===== src/rtl/pvic_pkg.sv =====
package pvic_pkg;

   typedef enum logic {
      ARB_SCAN = 1'b0,
      ARB_TREE = 1'b1
   } arb_style_e;

   localparam int KEY_W  = 5;
   localparam int CTRL_W = 8;

   // Power-on control values per source
   function automatic logic [CTRL_W-1:0] ctrl_rst_val(input int src);
      if (src >= 1 && src <= 7)
         return CTRL_W'(src * 4);
      else if (src == 8)
         return 8'h1C;
      else if (src >= 9 && src <= 11)
         return 8'h80;
      else
         return 8'h00;
   endfunction

endpackage


===== src/rtl/pvic_regs.sv =====
module pvic_regs #(
   parameter int         NUM_SRC       = 13,
   parameter int         AW            = 8,
   parameter int         DW            = 16,
   parameter int         CTRL_BASE     = 'h14,
   parameter int         MASK_ADDR     = 'h36,
   parameter int         PEND_ADDR     = 'h3A,
   parameter int         WDOG_VEC_ADDR = 'h42,
   parameter int         SER0_VEC_ADDR = 'h44,
   parameter int         SER1_VEC_ADDR = 'h46,
   parameter logic [7:0] VEC_RST       = 8'h0F
) (
   input  logic                        clk,
   input  logic                        rst_n,
   input  logic [NUM_SRC:1]            req,
   input  logic [AW-1:0]               addr,
   input  logic                        we,
   input  logic [DW-1:0]               wdata,
   output logic [DW-1:0]               rdata,
   output logic [NUM_SRC:1][7:0]       ctrl_o,
   output logic [NUM_SRC:1]            mask_o,
   output logic [7:0]                  wvec_o,
   output logic [7:0]                  s0vec_o,
   output logic [7:0]                  s1vec_o
);
   import pvic_pkg::*;

   localparam logic [AW-1:0] A_MASK = AW'(MASK_ADDR);
   localparam logic [AW-1:0] A_PEND = AW'(PEND_ADDR);
   localparam logic [AW-1:0] A_WVEC = AW'(WDOG_VEC_ADDR);
   localparam logic [AW-1:0] A_S0V  = AW'(SER0_VEC_ADDR);
   localparam logic [AW-1:0] A_S1V  = AW'(SER1_VEC_ADDR);

   // Per-source control registers, each with its own reset value
   for (genvar s = 1; s <= NUM_SRC; s++) begin : g_ctrl
      localparam logic [AW-1:0] A_CTRL = AW'(CTRL_BASE + s - 1);
      logic [7:0] q;
      always_ff @(posedge clk or negedge rst_n) begin
         if (!rst_n)
            q <= ctrl_rst_val(s);
         else if (we && addr == A_CTRL)
            q <= wdata[7:0];
      end
      assign ctrl_o[s] = q;
   end

   // Mask keeps only the source bits; the rest read back 0
   logic [NUM_SRC:1] mask_q;
   always_ff @(posedge clk or negedge rst_n) begin
      if (!rst_n)
         mask_q <= '1;
      else if (we && addr == A_MASK)
         mask_q <= wdata[NUM_SRC:1];
   end
   assign mask_o = mask_q;

   // Dedicated vector registers
   logic [7:0] wvec_q, s0vec_q, s1vec_q;
   always_ff @(posedge clk or negedge rst_n) begin
      if (!rst_n) begin
         wvec_q  <= VEC_RST;
         s0vec_q <= VEC_RST;
         s1vec_q <= VEC_RST;
      end else if (we) begin
         if (addr == A_WVEC) wvec_q  <= wdata[7:0];
         if (addr == A_S0V)  s0vec_q <= wdata[7:0];
         if (addr == A_S1V)  s1vec_q <= wdata[7:0];
      end
   end
   assign wvec_o  = wvec_q;
   assign s0vec_o = s0vec_q;
   assign s1vec_o = s1vec_q;

   // Wdata bits never stored anywhere
   logic unused_wdata;
   if (DW > NUM_SRC + 1) begin : g_wd_hi
      assign unused_wdata = ^{wdata[DW-1:NUM_SRC+1], wdata[0]};
   end else begin : g_wd_lo
      assign unused_wdata = wdata[0];
   end

   // Combinational read mux; unmapped offsets return 0
   always_comb begin
      rdata = '0;
      for (int s = 1; s <= NUM_SRC; s++) begin
         if (addr == AW'(CTRL_BASE + s - 1))
            rdata[7:0] = ctrl_o[s];
      end
      if (addr == A_MASK) rdata[NUM_SRC:1] = mask_q;
      if (addr == A_PEND) rdata[NUM_SRC:1] = req;
      if (addr == A_WVEC) rdata[7:0] = wvec_q;
      if (addr == A_S0V)  rdata[7:0] = s0vec_q;
      if (addr == A_S1V)  rdata[7:0] = s1vec_q;
   end

endmodule


===== src/rtl/pvic_arb.sv =====
module pvic_arb #(
   parameter int                   NUM_SRC = 13,
   parameter int                   IW      = 4,
   parameter pvic_pkg::arb_style_e ARB     = pvic_pkg::ARB_SCAN
) (
   input  logic [NUM_SRC:1]                      active,
   input  logic [NUM_SRC:1][pvic_pkg::KEY_W-1:0] keys,
   output logic [pvic_pkg::KEY_W-1:0]            best_key,
   output logic [IW-1:0]                         best_idx
);
   import pvic_pkg::*;

   localparam int LEAVES = 1 << IW;

   if (ARB == ARB_SCAN) begin : g_scan
      // Ascending scan, strict compare: lower index keeps ties
      always_comb begin
         best_key = '0;
         best_idx = '0;
         for (int s = 1; s <= NUM_SRC; s++) begin
            if (active[s] && keys[s] > best_key) begin
               best_key = keys[s];
               best_idx = IW'(s);
            end
         end
      end
   end else begin : g_tree
      // Heap-ordered tree; left subtree always holds lower indices
      for (genvar k = 2 * LEAVES - 1; k >= 1; k--) begin : g_n
         logic [KEY_W-1:0] key;
         logic [IW-1:0]    idx;
         if (k >= LEAVES) begin : g_leaf
            localparam int J = k - LEAVES;
            if (J >= 1 && J <= NUM_SRC) begin : g_src
               assign key = active[J] ? keys[J] : '0;
            end else begin : g_pad
               assign key = '0;
            end
            assign idx = IW'(J);
         end else begin : g_cmp
            logic take_r;
            assign take_r = g_n[2*k+1].key > g_n[2*k].key;
            assign key    = take_r ? g_n[2*k+1].key : g_n[2*k].key;
            assign idx    = take_r ? g_n[2*k+1].idx : g_n[2*k].idx;
         end
      end
      assign best_key = g_n[1].key;
      assign best_idx = g_n[1].idx;
   end

endmodule


===== src/rtl/pvic_present.sv =====
module pvic_present #(
   parameter int         NUM_SRC      = 13,
   parameter int         IW           = 4,
   parameter int         LVL_THRESH   = 4,
   parameter int         AUTOVEC_BASE = 24,
   parameter logic [7:0] DEFAULT_VEC  = 8'h0F,
   parameter int         WDOG_SRC     = 8,
   parameter int         SER0_SRC     = 12,
   parameter int         SER1_SRC     = 13
) (
   input  logic                          clk,
   input  logic                          rst_n,
   input  logic [pvic_pkg::KEY_W-1:0]    best_key,
   input  logic [IW-1:0]                 best_idx,
   input  logic [NUM_SRC:1][7:0]         ctrl,
   input  logic [7:0]                    wvec,
   input  logic [7:0]                    s0vec,
   input  logic [7:0]                    s1vec,
   output logic                          win_valid,
   output logic                          win_auto,
   output logic [2:0]                    ipl_o,
   output logic [7:0]                    vec_o
);
   import pvic_pkg::*;

   logic [7:0] win_ctrl;
   logic [2:0] lvl;
   logic [7:0] vec_d;

   always_comb begin
      win_ctrl = '0;
      for (int s = 1; s <= NUM_SRC; s++) begin
         if (best_idx == IW'(s)) win_ctrl = ctrl[s];
      end
   end

   // Below-threshold winners are not presented
   assign win_valid = best_key >= KEY_W'(LVL_THRESH);
   assign win_auto  = win_ctrl[7];
   assign lvl       = win_ctrl[4:2];

   logic unused_ctrl;
   assign unused_ctrl = ^{win_ctrl[6:5], win_ctrl[1:0]};

   // Vector source selection
   always_comb begin
      if (win_auto)
         vec_d = 8'(AUTOVEC_BASE) + {5'd0, lvl};
      else if (best_idx == IW'(WDOG_SRC))
         vec_d = wvec;
      else if (best_idx == IW'(SER0_SRC))
         vec_d = s0vec;
      else if (best_idx == IW'(SER1_SRC))
         vec_d = s1vec;
      else
         vec_d = DEFAULT_VEC;
   end

   // Registered presentation
   always_ff @(posedge clk or negedge rst_n) begin
      if (!rst_n) begin
         ipl_o <= '0;
         vec_o <= '0;
      end else if (win_valid) begin
         ipl_o <= lvl;
         vec_o <= vec_d;
      end else begin
         ipl_o <= '0;
         vec_o <= '0;
      end
   end

endmodule


===== src/rtl/prio_vec_intc.sv =====
module prio_vec_intc #(
   parameter int                   NUM_SRC       = 13,
   parameter int                   AW            = 8,
   parameter int                   DW            = 16,
   parameter pvic_pkg::arb_style_e ARB           = pvic_pkg::ARB_SCAN,
   parameter int                   CTRL_BASE     = 'h14,
   parameter int                   MASK_ADDR     = 'h36,
   parameter int                   PEND_ADDR     = 'h3A,
   parameter int                   WDOG_VEC_ADDR = 'h42,
   parameter int                   SER0_VEC_ADDR = 'h44,
   parameter int                   SER1_VEC_ADDR = 'h46,
   parameter int                   LVL_THRESH    = 4,
   parameter int                   AUTOVEC_BASE  = 24,
   parameter logic [7:0]           DEFAULT_VEC   = 8'h0F,
   parameter int                   WDOG_SRC      = 8,
   parameter int                   SER0_SRC      = 12,
   parameter int                   SER1_SRC      = 13
) (
   input  logic                clk,
   input  logic                rst_n,
   input  logic [NUM_SRC:1]    irq_req,
   input  logic [AW-1:0]       reg_addr,
   input  logic                reg_we,
   input  logic [DW-1:0]       reg_wdata,
   output logic [DW-1:0]       reg_rdata,
   output logic [2:0]          ipl_o,
   output logic [7:0]          vec_o
);
   import pvic_pkg::*;

   localparam int IW = $clog2(NUM_SRC + 1);

   // Elaboration-time parameter checks
   if (NUM_SRC < 1 || NUM_SRC > 13) begin : g_bad_nsrc
      $error("prio_vec_intc: NUM_SRC must lie in 1..13");
   end
   if (DW < NUM_SRC + 1 || DW < 8) begin : g_bad_dw
      $error("prio_vec_intc: DW too narrow for mask or vector");
   end
   if (LVL_THRESH < 1 || LVL_THRESH > 31) begin : g_bad_thr
      $error("prio_vec_intc: LVL_THRESH out of key range");
   end
   if (CTRL_BASE + NUM_SRC > (1 << AW)) begin : g_bad_aw
      $error("prio_vec_intc: control registers exceed address space");
   end

   logic [NUM_SRC:1][7:0]     ctrl_v;
   logic [NUM_SRC:1]          mask_v;
   logic [7:0]                wvec_v, s0vec_v, s1vec_v;
   logic [NUM_SRC:1]          active_v;
   logic [NUM_SRC:1][KEY_W-1:0] keys_v;
   logic [KEY_W-1:0]          best_key;
   logic [IW-1:0]             win_idx;
   logic                      win_valid, win_auto;

   pvic_regs #(
      .NUM_SRC(NUM_SRC), .AW(AW), .DW(DW),
      .CTRL_BASE(CTRL_BASE), .MASK_ADDR(MASK_ADDR), .PEND_ADDR(PEND_ADDR),
      .WDOG_VEC_ADDR(WDOG_VEC_ADDR), .SER0_VEC_ADDR(SER0_VEC_ADDR),
      .SER1_VEC_ADDR(SER1_VEC_ADDR), .VEC_RST(DEFAULT_VEC)
   ) u_regs (
      .clk(clk), .rst_n(rst_n), .req(irq_req),
      .addr(reg_addr), .we(reg_we), .wdata(reg_wdata), .rdata(reg_rdata),
      .ctrl_o(ctrl_v), .mask_o(mask_v),
      .wvec_o(wvec_v), .s0vec_o(s0vec_v), .s1vec_o(s1vec_v)
   );

   // Eligible sources and their keys
   assign active_v = irq_req & ~mask_v;
   for (genvar s = 1; s <= NUM_SRC; s++) begin : g_key
      assign keys_v[s] = ctrl_v[s][KEY_W-1:0];
   end

   pvic_arb #(
      .NUM_SRC(NUM_SRC), .IW(IW), .ARB(ARB)
   ) u_arb (
      .active(active_v), .keys(keys_v),
      .best_key(best_key), .best_idx(win_idx)
   );

   pvic_present #(
      .NUM_SRC(NUM_SRC), .IW(IW), .LVL_THRESH(LVL_THRESH),
      .AUTOVEC_BASE(AUTOVEC_BASE), .DEFAULT_VEC(DEFAULT_VEC),
      .WDOG_SRC(WDOG_SRC), .SER0_SRC(SER0_SRC), .SER1_SRC(SER1_SRC)
   ) u_present (
      .clk(clk), .rst_n(rst_n),
      .best_key(best_key), .best_idx(win_idx), .ctrl(ctrl_v),
      .wvec(wvec_v), .s0vec(s0vec_v), .s1vec(s1vec_v),
      .win_valid(win_valid), .win_auto(win_auto),
      .ipl_o(ipl_o), .vec_o(vec_o)
   );

endmodule


===== config.mk =====
export PLATFORM = sky130hd
export DESIGN_NAME = prio_vec_intc
export DESIGN_NICKNAME = d
export VERILOG_FILES = /design/src/rtl/pvic_pkg.sv /design/src/rtl/pvic_regs.sv /design/src/rtl/pvic_arb.sv /design/src/rtl/pvic_present.sv /design/src/rtl/prio_vec_intc.sv
export SDC_FILE = /design/constraint.sdc
export NUM_CORES = 1
export LEC_CHECK = 0
export ABC_AREA = 1
export BUFFER_PORTS_ARGS = -buffer_cell sky130_fd_sc_hd__buf_2
export CORE_UTILIZATION = 56
export DETAILED_ROUTE_END_ITERATION = 8
export PLACE_DENSITY = 0.78
export SETUP_SLACK_MARGIN = 0.2
export SYNTH_ARGS = -nofsm -noshare
export SYNTH_HDL_FRONTEND = slang
export SYNTH_SLANG_ARGS = --single-unit

===== constraint.sdc =====
create_clock -name clk -period 14.7 [get_ports clk]
set_input_delay 1.47 -clock clk [delete_from_list [all_inputs] [get_ports clk]]
set_output_delay 1.47 -clock clk [all_outputs]
set_load 0.03 [all_outputs]

# Word level (Yosys, flattened, before mapping)
# Cells that the tools add are included.
# totals
regBits	152
inputBits	40
output_inout_bits	27
elab_cells	160
# classes
addsub	1
order_cmp	14
n_eq_ne	31
n_mux	63
bitwise	2
n_reduce_logical	30
# ops
op	n
$mux W8	34
$eq A8 B5 Y1 const B	12
$mux W5	13
$gt A5 B5 Y1	12
$logic_and A1 B1 Y1	27
$mux W13	2
$eq A4 B4 Y1 const B	6
$eq A8 B6 Y1 const B	3
$eq A8 B7 Y1 const B	3
$mux W4	6
$eq A4 B3 Y1 const B	4
$mux W3	5
$and A13 B13 Y13	1
$not A13 Y13	1
$eq A4 B2 Y1 const B	2
$add A5 B3 Y6 const A	1
$reduce_and A2 Y1	3
$ge A5 B3 Y1 const B	1
$gt A5 B1 Y1 const B	1
$eq A4 B1 Y1 const B	1
$mux W2	2
$mux W1	1

# Logic depth before layout (Yosys ltp)
# Gate-level depths: netlist of the first run.
# depth
ltp_word	57
mapped_depth	133
depth_no_buf	123

# Cells and area by module
# A second synthesis of the first run with hierarchy kept.
# hier_totals
hier_cells	1570
hier_area_um2	11034.3
# by_module_without_submodules
module	instances	cells_per_inst	area_per_inst_um2	seq_area_each_um2
pvic_regs	1	820	6720.2	3582.2
pvic_arb	1	522	3015.4	0.0
pvic_present	1	202	1168.6	275.3
prio_vec_intc	1	26	130.1	0.0

# Worst setup path after synthesis of the first run
# Ideal clock, no wire load.
# synth_timing
path_type	input -> register
startpoint	input port irq_req[1] (netlist name)
endpoint	register u_present.vec_o[0]
setup_time_ns	0.128
arrival_time_ns	14.931
required_ns	14.572
path_slack_ns	-0.360
path_stages	119
path_buffers	11
path_cell_list	inv_1 -> nor2_1 -> nand2_1 -> inv_2 -> nand2_1 -> ha_1 -> nand2_1 -> nor2_2 -> a21oi_2 -> nand2_2 -> buf_6 -> nand2_1 -> o21ai_0 -> ha_1 -> nand2_1 -> nor2_1 -> nand2_1 -> nand3_1 -> (+83 left out) -> nand4_1 -> o21ai_0 -> nor2_1 -> nand2_1 -> inv_1 -> nor2_1 -> inv_1 -> nand2_1 -> nor2_1 -> and3_1 -> nor2_1 -> nand4_1 -> nand2_1 -> nand3_2 -> nand2_2 -> nand2_1 -> nand2_1 -> nor2_1
# synth_between
elab_chain_len	56
elab_cells_between_ends	85
cone_classes	1 x add/sub; 13 x order compare; 13 x eq/ne; 44 x mux; 1 x bitwise; 13 x reduce/logical
# synth_rtl
item	line	rtl
start, declared	prio_vec_intc.sv:21	input logic [NUM_SRC:1] irq_req,
$and A13 B13 Y13 *	prio_vec_intc.sv:69	assign active_v = irq_req & ~mask_v;
$logic_and A1 B1 Y1 *	pvic_arb.sv:21	if (active[s] && keys[s] > best_key) begin
$mux W5	pvic_arb.sv:21	
$gt A5 B5 Y1	pvic_arb.sv:21	
$logic_and A1 B1 Y1	pvic_arb.sv:21	
$mux W5	pvic_arb.sv:21	
$gt A5 B5 Y1	pvic_arb.sv:21	
$logic_and A1 B1 Y1	pvic_arb.sv:21	
(+28 left out)	--	
$gt A5 B5 Y1	pvic_arb.sv:21	
$logic_and A1 B1 Y1	pvic_arb.sv:21	
$mux W4	pvic_arb.sv:21	
$eq A4 B1 Y1	pvic_present.sv:33	if (best_idx == IW'(s)) win_ctrl = ctrl[s];
$mux W8 (13 in a row)	pvic_present.sv:33	
$add A5 B3 Y6	pvic_present.sv:48	vec_d = 8'(AUTOVEC_BASE) + {5'd0, lvl};
$mux W8	pvic_present.sv:47	if (win_auto)
$mux W8 *	pvic_present.sv:64	end else if (win_valid) begin
end signal, assigned	pvic_present.sv:66	vec_o <= vec_d;
end, declared	pvic_present.sv:22	output logic [7:0] vec_o
# Every way passes the cells marked *; elsewhere a longest branch is shown, timed or not.
# A chain may end at the register's enable or synchronous reset.

# Final worst setup path of the first run
# Same ends and word-level chain as after synthesis.

==> summary.log, run 1 <==
qor: run_status.status finished clean
qor: yosys.synth_top_cells_by_count 390 x nand2_1, 185 x o21ai_0, 137 x inv_1
qor: cts.cts_root_buf clkbuf_16
qor: critical_path.path_class input pin to register
qor: yosys.yosys-top-cells-area dfrtp_1 28%, nand2_1 15%, dfstp_2 12%, o21ai_0 9.4%, ha_1 5.6%
qor: sta.finalClockSkew 0.00697 ns
qor: die.core_region_area 0.0172 mm^2
qor: die.num_rows 48
qor: sta.timing.final.hold_violations 0
qor: sta.max_slew_margin 25.7%
qor: place.numPortBuffers 62
qor: yosys.yosys_register_bits 152
qor: drt.remaining_drc_errors 0
qor: yosys.yosys.cell_types.count 49
qor: die.area_of_the_die 0.0181 mm^2
qor: drt.routed-via-count 9958
qor: yosys.most_common_cell_in_the_synthesized_netlist nand2_1
qor: finish.num-fill-cells 1327
qor: critical_path.nature_of_the_critical_path_startpoint input pin
qor: finish.multi_input_logic_area 0.00585 mm^2
qor: critical_path.timing.critical_path.required 15.01 ns
qor: sta.max_slew.worst_pin.slew 1.11 ns
qor: drt.totalWireLength 29.7 mm
qor: cts.tritoncts yes
qor: global_routing.grt_pass1_vias 8864
qor: cts.cts_htree_levels 4
qor: global_routing.grt_max_degree 80
qor: finish.layout.area.seq 0.00386 mm^2
qor: sta.fmax_achieved 69.3 MHz
qor: yosys.yosys_warnings 0
qor: place.gp_congestion 0.945
qor: drt.route.detailed.wl_per_inst 17.1 um
qor: yosys.dominantRegCellSynth dfrtp_1
qor: global_routing.globalRoute.totalOverflow 0
qor: critical_path.cpMaxStageDelayCell ha_1
qor: sta.tns 0 ns
qor: yosys.fraction_of_synthesized_cell_area_taken_by_the_top_area_cell_type 27.8%
qor: cts.cts_made_buffers 17
qor: drt.drt-initial-drc-count 1004
qor: finish.final_net_count 1583
qor: die.die_height 134 um
qor: yosys.part_of_the_yosys_area_used_for_sequential_elements 39.3%
qor: drt.route.antenna.remaining_nets 0
qor: cts.insertion_delay 0.44 ns
qor: finish.drive_above_1_share 30.6%
qor: finish.post-route-util 72.4%
qor: critical_path.cp_slowest_stage_delay 0.34 ns
qor: critical_path.cpMostUsedCell nand2_2
qor: critical_path.crit_fanout 8
qor: critical_path.cp-end-kind register
qor: cts.cts_max_path_buffers 2
qor: yosys.top_cell_type_by_total_area_after_synthesis dfrtp_1
qor: die.chipWidth 134 um
qor: drt.route.detailed.vias_per_inst 5.73
qor: yosys.synth-async-reset-ratio 100%
qor: die.initial_core_util 57.1%
qor: die.design.portCount 67
qor: sta.setup_repair_after_global_routing_missed_its_margin true
qor: sta.report.final.setup_viol 0
qor: sta.timing.final.crit_share 98.2%
qor: yosys.syn-cell-area 0.00982 mm^2
qor: place.detailed_place_hpwl 20.0 mm
qor: global_routing.gr-usage-all-layers 32.1%
qor: min_path.min-delay-path-class register to register
qor: critical_path.critPathBufInv 8
qor: cts.cts.reportedPaths.clkPinSlew 0.07 ns
qor: critical_path.path_delay_family simple AND/OR/NAND/NOR gates
qor: finish.total_inserted_antenna_cells 0
qor: cts.cts_sinks 152
qor: flow_run.cap_viol_max_count 0
qor: drt.drt_pre_antenna_iters 6
qor: yosys.synthesis.area_per_instance 7.36 um^2
qor: yosys.synth_edf_count 0
qor: critical_path.worstPathArrival 14.75 ns
qor: sta.finalMaxSlewViolations 0
qor: global_routing.grt_antenna_before_repair 0
qor: sta.fin_crit 14.44 ns
qor: yosys.cells_after_synth 1334
qor: finish.area_growth 26.7%
qor: global_routing.wire_length_of_the_first_global_routing_pass 44.8 mm
-- cells in the final DEF, fill, tap and decap left out, drive strengths merged, types with 2 or more instances in the layout --
cell type	synthesis	routed
nor2	94	94
nand3	79	79
a221oi	15	15
o21ai	191	191
dfstp	43	43
o2111ai	3	3
a211oi	2	2
clkbuf	30	18
mux2	3	3
nor3	8	8
buf	14	188
dfrtp	109	109
o211ai	5	5
a21boi	2	2
and3	2	2
clkinv	1	6
nand4	22	22
o22ai	5	5
a21oi	45	45
a22o	2	2
o21bai	11	11
clkinvlp	0	2
o221ai	6	6
nor4	2	2
nand2	427	428
nand3b	14	14
ha	44	44
bufinv	0	2
conb	1	2
inv	147	152
-- metal layers --
| layer | up-vias | global-route usage (%) | routed length [um] |
|---|---|---|---|
| met5 | - | 0 | 0 |
| met4 | 0 | 11.9 | 900 |
| met3 | 78 | 6.95 | 2320 |
| met2 | 442 | 51.4 | 14200 |
| met1 | 4681 | 42.8 | 12300 |
| li1 | 4757 | - | - |
-- flip-flops by register name (all words and copies together), names as in the netlist --
| signal | flops |
|---|---|
| u_regs.g_ctrl.q | 104 |
| u_regs.mask_o | 13 |
| u_regs.s0vec_o | 8 |
| u_regs.s1vec_o | 8 |
| u_regs.wvec_o | 8 |
| u_present.vec_o | 8 |
| u_present.ipl_o | 3 |
-- through the flow --
stage	instances	cell area (um^2)	setup WS, ns	hold slack, ns
finish	1737	12400	0.260	0.486
global route	1737	12400	-0.642	0.506
detailed placement	1680	11000	-0.490	0.473
global placement	1680	11000	-0.0945	0.466
floorplan	1335	9920	0.184	0.453
CTS	1712	11700	0.218	0.488
-- path summary, 6_finish.rpt --
kind / start / to / slack, ns / depth (start not counted)
max in group asynchronous: rst_n / u_regs.g_ctrl[2].q[1] / 12.19 / 2
max reg2reg: u_regs.g_ctrl[1].q[2] / u_present.vec_o[0] / 0.83 / 112
max: irq_req[1] / u_present.vec_o[0] / 0.26 / 113
min: u_regs.g_ctrl[2].q[5] / u_regs.g_ctrl[2].q[5] / 0.49 / 2
min in group asynchronous: rst_n / u_regs.g_ctrl[11].q[3] / 1.02 / 1
min reg2reg: u_regs.g_ctrl[2].q[5] / u_regs.g_ctrl[2].q[5] / 0.49 / 2
-- final cells by class --
class | count | share of cell area (%)
inverters | 148 | 4.55
flip-flops and latches | 152 | 31.0
well taps | 225 | 2.26
repair buffers | 188 | 10.3
multi-input cells | 992 | 47.0
clock buffers | 18 | 3.53
clock inverters | 14 | 1.32
-- kinds of logic (layout without fill, tap and decap cells) --
| kind of cell | count (synthesis) | count (layout) | synth area share [%] |
|---|---|---|---|
| other | 1 | 2 | 0.0382 |
| DFF | 152 | 152 | 39.3 |
| AOI/OAI and AO/OA | 294 | 294 | 17.1 |
| muxes | 3 | 3 | 0.344 |
| and+or+nand+nor | 648 | 649 | 29.3 |
| adders and majority gates | 44 | 44 | 5.61 |
| buffers and inverters | 192 | 368 | 8.26 |
-- worst register-to-register path: cells and delay by family, from the launching register on --
kind / cells / cell delay [ns]
flip-flops: 1 / 0.58
AND/OR/NAND/NOR: 78 / 7.40
AO/OA/AOI/OAI: 16 / 1.60
adder cells (fa/ha/maj): 12 / 3.64
buffers and inverters: 6 / 0.58
-- repair_timing --
item / 4_1_cts / 5_1_grt
gates cloned: 0 / 1
hold buffers: 0 / 0
resized for setup: 16 / 125
buffers inserted: 0 / 24
pin swaps: 5 / 101
endpoints found under the hold margin: 0 / 0
setup endpoints to repair: 8 / 11
Power of run 1 is left out: the tool's default activity adds up to more than one toggle a clock period on the data nets, which glitch-free logic cannot reach.
==> run 2: changes to the inputs <==
--- a/config.mk
+++ b/config.mk
@@ -9,7 +9,7 @@
 export BUFFER_PORTS_ARGS = -buffer_cell sky130_fd_sc_hd__buf_2
 export CORE_UTILIZATION = 56
 export DETAILED_ROUTE_END_ITERATION = 8
-export PLACE_DENSITY = 0.78
+export PLACE_DENSITY = 0.74
 export SETUP_SLACK_MARGIN = 0.2
 export SYNTH_ARGS = -nofsm -noshare
 export SYNTH_HDL_FRONTEND = slang
==> summary.log, run 2 (same netlist as run 1, synthesis figures left out) <==
qor: cts.insertion_delay 0.43 ns [was 0.44 ns]
qor: die.die_height 134 um [unchanged]
qor: global_routing.globalRoute.totalOverflow 0 [unchanged]
qor: sta.finalClockSkew 0.00692 ns [was 0.00697 ns]
qor: critical_path.worstPathArrival 14.46 ns [was 14.75 ns]
qor: drt.drt-initial-drc-count 904 [was 1004]
qor: finish.drive_above_1_share 29.6% [was 30.6%]
qor: sta.max_slew.worst_pin.slew 1.17 ns [was 1.11 ns]
qor: global_routing.grt_pass1_vias 8711 [was 8864]
qor: cts.cts.reportedPaths.clkPinSlew 0.06 ns [was 0.07 ns]
qor: drt.route.detailed.vias_per_inst 5.70 [was 5.73]
qor: place.detailed_place_hpwl 20.3 mm [was 20.0 mm]
qor: place.numPortBuffers 62 [unchanged]
qor: cts.cts_root_buf clkbuf_16 [unchanged]
qor: place.place_inst 1681 [was 1680]
qor: cts.cts-hold-fix-buffers 0 [unchanged]
qor: cts.tritoncts yes [unchanged]
qor: flow_run.cap_viol_max_count 0 [unchanged]
qor: critical_path.reg2regPathDepth 111 [was 112]
qor: drt.routed-via-count 9899 [was 9958]
qor: critical_path.timing.critical_path.required 15.01 ns [about the same]
qor: global_routing.gr-usage-all-layers 32.2% [was 32.1%]
qor: die.initial_core_util 57.1% [unchanged]
qor: die.core_region_area 0.0172 mm^2 [unchanged]
qor: drt.totalWireLength 29.3 mm [was 29.7 mm]
qor: min_path.min-delay-path-class register to register [unchanged]
qor: sta.setup_repair_after_global_routing_missed_its_margin true [unchanged]
qor: cts.cts_max_path_buffers 2 [unchanged]
qor: sta.tns 0 ns [unchanged]
qor: finish.area_growth 25.2% [was 26.7%]
qor: cts.cts_made_buffers 17 [unchanged]
qor: die.chipWidth 134 um [unchanged]
qor: sta.max_slew_margin 21.5% [was 25.7%]
qor: global_routing.grt_max_degree 83 [was 80]
qor: critical_path.cpMaxStageDelayCell ha_1 [unchanged]
qor: finish.final_cell_mix 355 x nand2_1, 157 x o21ai_0, 129 x inv_1 [was 352 x nand2_1, 157 x o21ai_0, 130 x inv_1]
qor: sta.report.final.setup_viol 0 [unchanged]
qor: min_path.min_delay_path_depth 2 [unchanged]
qor: cts.cts_htree_levels 4 [unchanged]
qor: drt.route.antenna.remaining_nets 0 [unchanged]
qor: finish.total_inserted_antenna_cells 0 [unchanged]
qor: finish.most_common_cell_after_layout_fill_and_taps_aside nand2_1 [unchanged]
qor: critical_path.nature_of_the_critical_path_startpoint input pin [unchanged]
qor: global_routing.wire_length_of_the_first_global_routing_pass 44.7 mm [was 44.8 mm]
qor: sta.final.hold.worst_slack 0.488 ns [was 0.486 ns]
qor: finish.final_net_count 1582 [was 1583]
qor: critical_path.cp_slowest_stage_delay 0.34 ns [about the same]
qor: finish.final_cells 1736 [was 1737]
qor: finish.multi_input_logic_area 0.00573 mm^2 [was 0.00585 mm^2]
qor: min_path.min_delay_src u_regs.g_ctrl[9].q[6] [was u_regs.g_ctrl[2].q[5]]
qor: run_status.status finished clean [unchanged]
qor: critical_path.cp-end-kind register [unchanged]
qor: sta.finalMaxSlewViolations 0 [unchanged]
qor: global_routing.grt_antenna_before_repair 0 [unchanged]
qor: drt.drt_pre_antenna_iters 5 [was 6]
qor: finish.layout.area.seq 0.00386 mm^2 [unchanged]
qor: drt.route.detailed.wl_per_inst 16.9 um [was 17.1 um]
qor: sta.timing.final.crit_share 96.3% [was 98.2%]
qor: critical_path.cpMostUsedCell nand2_2 [unchanged]
qor: finish.max_flop_register u_regs.g_ctrl.q [unchanged]
qor: sta.fin_crit 14.15 ns [was 14.44 ns]
qor: place.dp_slack -0.379 ns [was -0.490 ns]
qor: min_path.min_delay_worst_endpoint u_regs.g_ctrl[9].q[6] [was u_regs.g_ctrl[2].q[5]]
qor: critical_path.path_class input pin to register [unchanged]
qor: critical_path.worst_r2r_startpoint u_regs.g_ctrl[1].q[2] [unchanged]
qor: sta.timing.final.hold_violations 0 [unchanged]
qor: finish.num-fill-cells 1395 [was 1327]
qor: critical_path.regToRegSetupSlack 1.13 ns [was 0.83 ns]
qor: die.num_rows 48 [unchanged]
qor: sta.fmax_achieved 70.7 MHz [was 69.3 MHz]
qor: die.design.portCount 67 [unchanged]
qor: critical_path.r2r_end u_present.vec_o[2] [was u_present.vec_o[0]]
qor: cts.cts_sinks 152 [unchanged]
qor: die.area_of_the_die 0.0181 mm^2 [unchanged]
qor: drt.remaining_drc_errors 0 [unchanged]
qor: place.gp_congestion 0.916 [was 0.945]
qor: finish.largest_register_ffs 104 [unchanged]
qor: critical_path.crit_fanout 8 [unchanged]
qor: sta.final_critical_path_setup_slack 0.551 ns [was 0.260 ns]
run 2: per-stage QoR:
| stage | util [%] | instance area [um^2] |
|---|---|---|
| 2_1_floorplan | - | 9920 |
| 3_3_place_gp | 64.2 | 11000 |
| 3_5_place_dp | 64.2 | 11000 |
| 4_1_cts | 67.8 | 11600 |
| 5_1_grt | 71.5 | 12300 |
| 6_report | 71.5 | 12300 |
run 2: per-layer routing:
layer / wire length [um] / part of all wire, % / GRT usage [%]
met1: 12200 / 42 / 43.6
met2: 14000 / 48 / 50.7
met3: 2380 / 8.1 / 6.35
met5: 0 / 0 / 0
met4: 674 / 2.3 / 12.6
run 2: worst max-delay path by stage:
stage	startpoint	to	slack, ns
after global placement	irq_req[1]	u_present.vec_o[2]	-0.09
after global routing	irq_req[1]	u_present.vec_o[2]	-0.28
after CTS	irq_req[1]	u_present.vec_o[2]	0.21
after floorplan	irq_req[1]	u_present.vec_o[2]	0.18
final	irq_req[1]	u_present.vec_o[2]	0.55
after detailed placement	irq_req[1]	u_present.vec_o[2]	-0.38
run 2: worst max-delay path: cells and delay by family:
family                   cells  cell delay [ns]
adder cells (fa/ha/maj)     11             3.25
buffers and inverters       10             0.91
AND/OR/NAND/NOR             73             6.82
AO/OA/AOI/OAI               18             1.94
run 2: layout make-up:
class	count	area share [%]
Multi-Input combinational cell	994	46.7
Sequential cell	152	31.4
Clock buffer	19	3.69
Tap cell	225	2.29
Timing Repair Buffer	185	10.3
Inverter	148	4.64
Clock inverter	13	0.978
run 2: timing repair:
action | in CTS | in global routing
resized for setup | 7 | 117
pin swaps | 1 | 81
endpoints found under the setup margin | 8 | 11
setup buffers | 1 | 19
cloned | 0 | 3
Power of run 2 is left out for the same reason.
==> run 3: changes to the inputs <==
--- a/config.mk
+++ b/config.mk
@@ -9,7 +9,9 @@
 export BUFFER_PORTS_ARGS = -buffer_cell sky130_fd_sc_hd__buf_2
 export CORE_UTILIZATION = 56
 export DETAILED_ROUTE_END_ITERATION = 8
+export GPL_ROUTABILITY_DRIVEN = 0
 export PLACE_DENSITY = 0.74
+export REMOVE_ABC_BUFFERS = 1
 export SETUP_SLACK_MARGIN = 0.2
 export SYNTH_ARGS = -nofsm -noshare
 export SYNTH_HDL_FRONTEND = slang
==> constraint.sdc (replaced) <==
create_clock -name clk -period 14.7 [get_ports clk]
set_input_delay 1.47 -clock clk [delete_from_list [all_inputs] [get_ports clk]]
set_output_delay 1.47 -clock clk [all_outputs]
set_load 0.01 [all_outputs]
==> summary.log, run 3 (same netlist as run 1, synthesis figures left out) <==
qor: finish.final_net_count 1617 [was 1582]
qor: finish.largest_register_ffs 104 [unchanged]
qor: global_routing.gr-usage-all-layers 32.3% [was 32.2%]
qor: sta.timing.final.crit_share 98.2% [was 96.3%]
qor: flow_run.cap_viol_max_count 0 [unchanged]
qor: place.numPortBuffers 62 [unchanged]
qor: sta.timing.final.hold_violations 0 [unchanged]
qor: sta.finalClockSkew 0.0126 ns [was 0.00692 ns]
qor: finish.num-fill-cells 1290 [was 1395]
qor: die.num_rows 48 [unchanged]
qor: critical_path.cp-end-kind register [unchanged]
qor: die.die_height 134 um [unchanged]
qor: sta.setup_repair_after_global_routing_missed_its_margin true [unchanged]
qor: drt.route.detailed.wl_per_inst 17.2 um [was 16.9 um]
qor: place.place_inst 1703 [was 1681]
qor: place.dp_slack -1.18 ns [was -0.379 ns]
qor: drt.drt-initial-drc-count 992 [was 904]
qor: drt.route.detailed.vias_per_inst 5.70 [about the same]
qor: critical_path.worstPathArrival 14.75 ns [was 14.46 ns]
qor: sta.max_slew.worst_pin.slew 1.09 ns [was 1.17 ns]
qor: cts.cts_made_buffers 17 [unchanged]
qor: cts.cts_root_buf clkbuf_16 [unchanged]
qor: critical_path.path_class input pin to register [unchanged]
qor: sta.final_critical_path_setup_slack 0.265 ns [was 0.551 ns]
qor: critical_path.cpMaxStageDelayCell ha_1 [unchanged]
qor: min_path.min-delay-path-class register to register [unchanged]
qor: cts.tritoncts yes [unchanged]
qor: die.design.portCount 67 [unchanged]
qor: sta.max_slew_margin 27.0% [was 21.5%]
qor: run_status.status finished, violations left [was finished clean]
qor: die.area_of_the_die 0.0181 mm^2 [unchanged]
qor: cts.cts_sinks 152 [unchanged]
qor: cts.cts_htree_levels 4 [unchanged]
qor: drt.drt_pre_antenna_iters 9 [was 5]
qor: sta.finalMaxSlewViolations 0 [unchanged]
qor: sta.fin_crit 14.43 ns [was 14.15 ns]
qor: die.core_region_area 0.0172 mm^2 [unchanged]
qor: drt.remaining_drc_errors 1 [was 0]
qor: place.detailed_place_hpwl 20.1 mm [was 20.3 mm]
qor: sta.report.final.setup_viol 0 [unchanged]
qor: finish.drive_above_1_share 32.8% [was 29.6%]
qor: critical_path.nature_of_the_critical_path_startpoint input pin [unchanged]
qor: critical_path.cpMostUsedCell nand2_4 [was nand2_2]
qor: die.initial_core_util 57.1% [unchanged]
qor: global_routing.grt_pass1_vias 9037 [was 8711]
qor: critical_path.crit_fanout 8 [unchanged]
qor: drt.routed-via-count 10100 [was 9899]
qor: finish.max_flop_register u_regs.g_ctrl.q [unchanged]
qor: finish.final_cells 1770 [was 1736]
qor: global_routing.wire_length_of_the_first_global_routing_pass 45.4 mm [was 44.7 mm]
qor: cts.cts.reportedPaths.clkPinSlew 0.07 ns [was 0.06 ns]
qor: drt.totalWireLength 30.5 mm [was 29.3 mm]
qor: global_routing.grt_max_degree 81 [was 83]
qor: drt.route.antenna.remaining_nets 0 [unchanged]
qor: finish.most_common_cell_after_layout_fill_and_taps_aside nand2_1 [unchanged]
qor: cts.insertion_delay 0.43 ns [about the same]
qor: global_routing.grt_antenna_before_repair 0 [unchanged]
qor: critical_path.timing.critical_path.required 15.02 ns [was 15.01 ns]
qor: sta.fmax_achieved 69.3 MHz [was 70.7 MHz]
qor: die.chipWidth 134 um [unchanged]
qor: finish.area_growth 30.5% [was 25.2%]
qor: global_routing.globalRoute.totalOverflow 0 [unchanged]
qor: cts.cts_max_path_buffers 2 [unchanged]
qor: finish.final_cell_mix 347 x nand2_1, 155 x o21ai_0, 150 x buf_4 [was 355 x nand2_1, 157 x o21ai_0, 129 x inv_1]
qor: finish.total_inserted_antenna_cells 0 [unchanged]
qor: run_status.failed_checks design-rule violations
qor: critical_path.cp_slowest_stage_delay 0.33 ns [was 0.34 ns]
[run 3: changes by cell type in the layout (fill, tap and decap cells not counted), moves of 6 or more]
cell	delta
nor2_1	-6
buf_4	+31
ha_4	+8
ha_1	-8
nand2_4	+7
nand2_1	-8
buf_6	+6
[run 3: cell type report]
type	count	area, um^2	share of cell area, %
multi-input cells	993	6000	46.8
repair buffers	221	1550	12.1
flip-flops and latches	152	3860	30.1
inverters	148	563	4.40
well taps	225	282	2.20
clock inverters	12	120	0.938
clock buffers	19	433	3.38
[run 3: worst paths after layout]
check                                       from                endpoint  slack [ns]  cells past startpoint
max                                   irq_req[1]      u_present.vec_o[0]        0.27                    115
max reg2reg                u_regs.g_ctrl[1].q[2]      u_present.vec_o[0]        0.83                    113
min reg2reg                u_regs.g_ctrl[2].q[5]   u_regs.g_ctrl[2].q[5]        0.49                      2
max in group asynchronous                  rst_n  u_regs.g_ctrl[13].q[5]       12.19                      2
min                        u_regs.g_ctrl[2].q[5]   u_regs.g_ctrl[2].q[5]        0.49                      2
min in group asynchronous                  rst_n  u_regs.g_ctrl[11].q[3]        1.07                      1
[run 3: critical path: cells and delay by family]
family,cells,cell delay [ns]
buf+inv,14,1.33
simple gates,72,6.76
compound gates,17,1.71
fa+ha+maj,12,3.41
[run 3: timing repair]
| item | 4_1_cts | 5_1_grt |
|---|---|---|
| pin swaps | 34 | 97 |
| setup buffers | 9 | 25 |
| gates resized for setup | 49 | 172 |
| cloned | 0 | 2 |
| hold endpoints to repair | 0 | 0 |
| setup endpoints to repair | 11 | 11 |
| hold buffers | 0 | 0 |
[run 3: stage by stage]
| step | hold slack [ns] | TNS, ns | utilization (%) | area [um^2] |
|---|---|---|---|---|
| finish | 0.487 | 0 | 74.6 | 12800 |
| global route | 0.515 | -4.54 | 74.6 | 12800 |
| CTS | 0.488 | 0 | 68.9 | 11800 |
| detailed placement | 0.473 | -10.40 | 64.6 | 11100 |
| global placement | 0.467 | -6.68 | 64.6 | 11100 |
| floorplan | 0.453 | -0.281 | - | 9560 |
[run 3: per-layer routing]
layer | routed length, um | vias to the layer above | share of wire, % | GRT usage [%]
met2 | 14600 | 413 | 48 | 51.5
met5 | 0 | - | 0 | 0
met4 | 739 | 0 | 2.4 | 10.8
met3 | 2220 | 59 | 7.3 | 6.69
met1 | 12900 | 4789 | 42 | 43.8
li1 | - | 4824 | - | -
Power of run 3 is left out for the same reason.
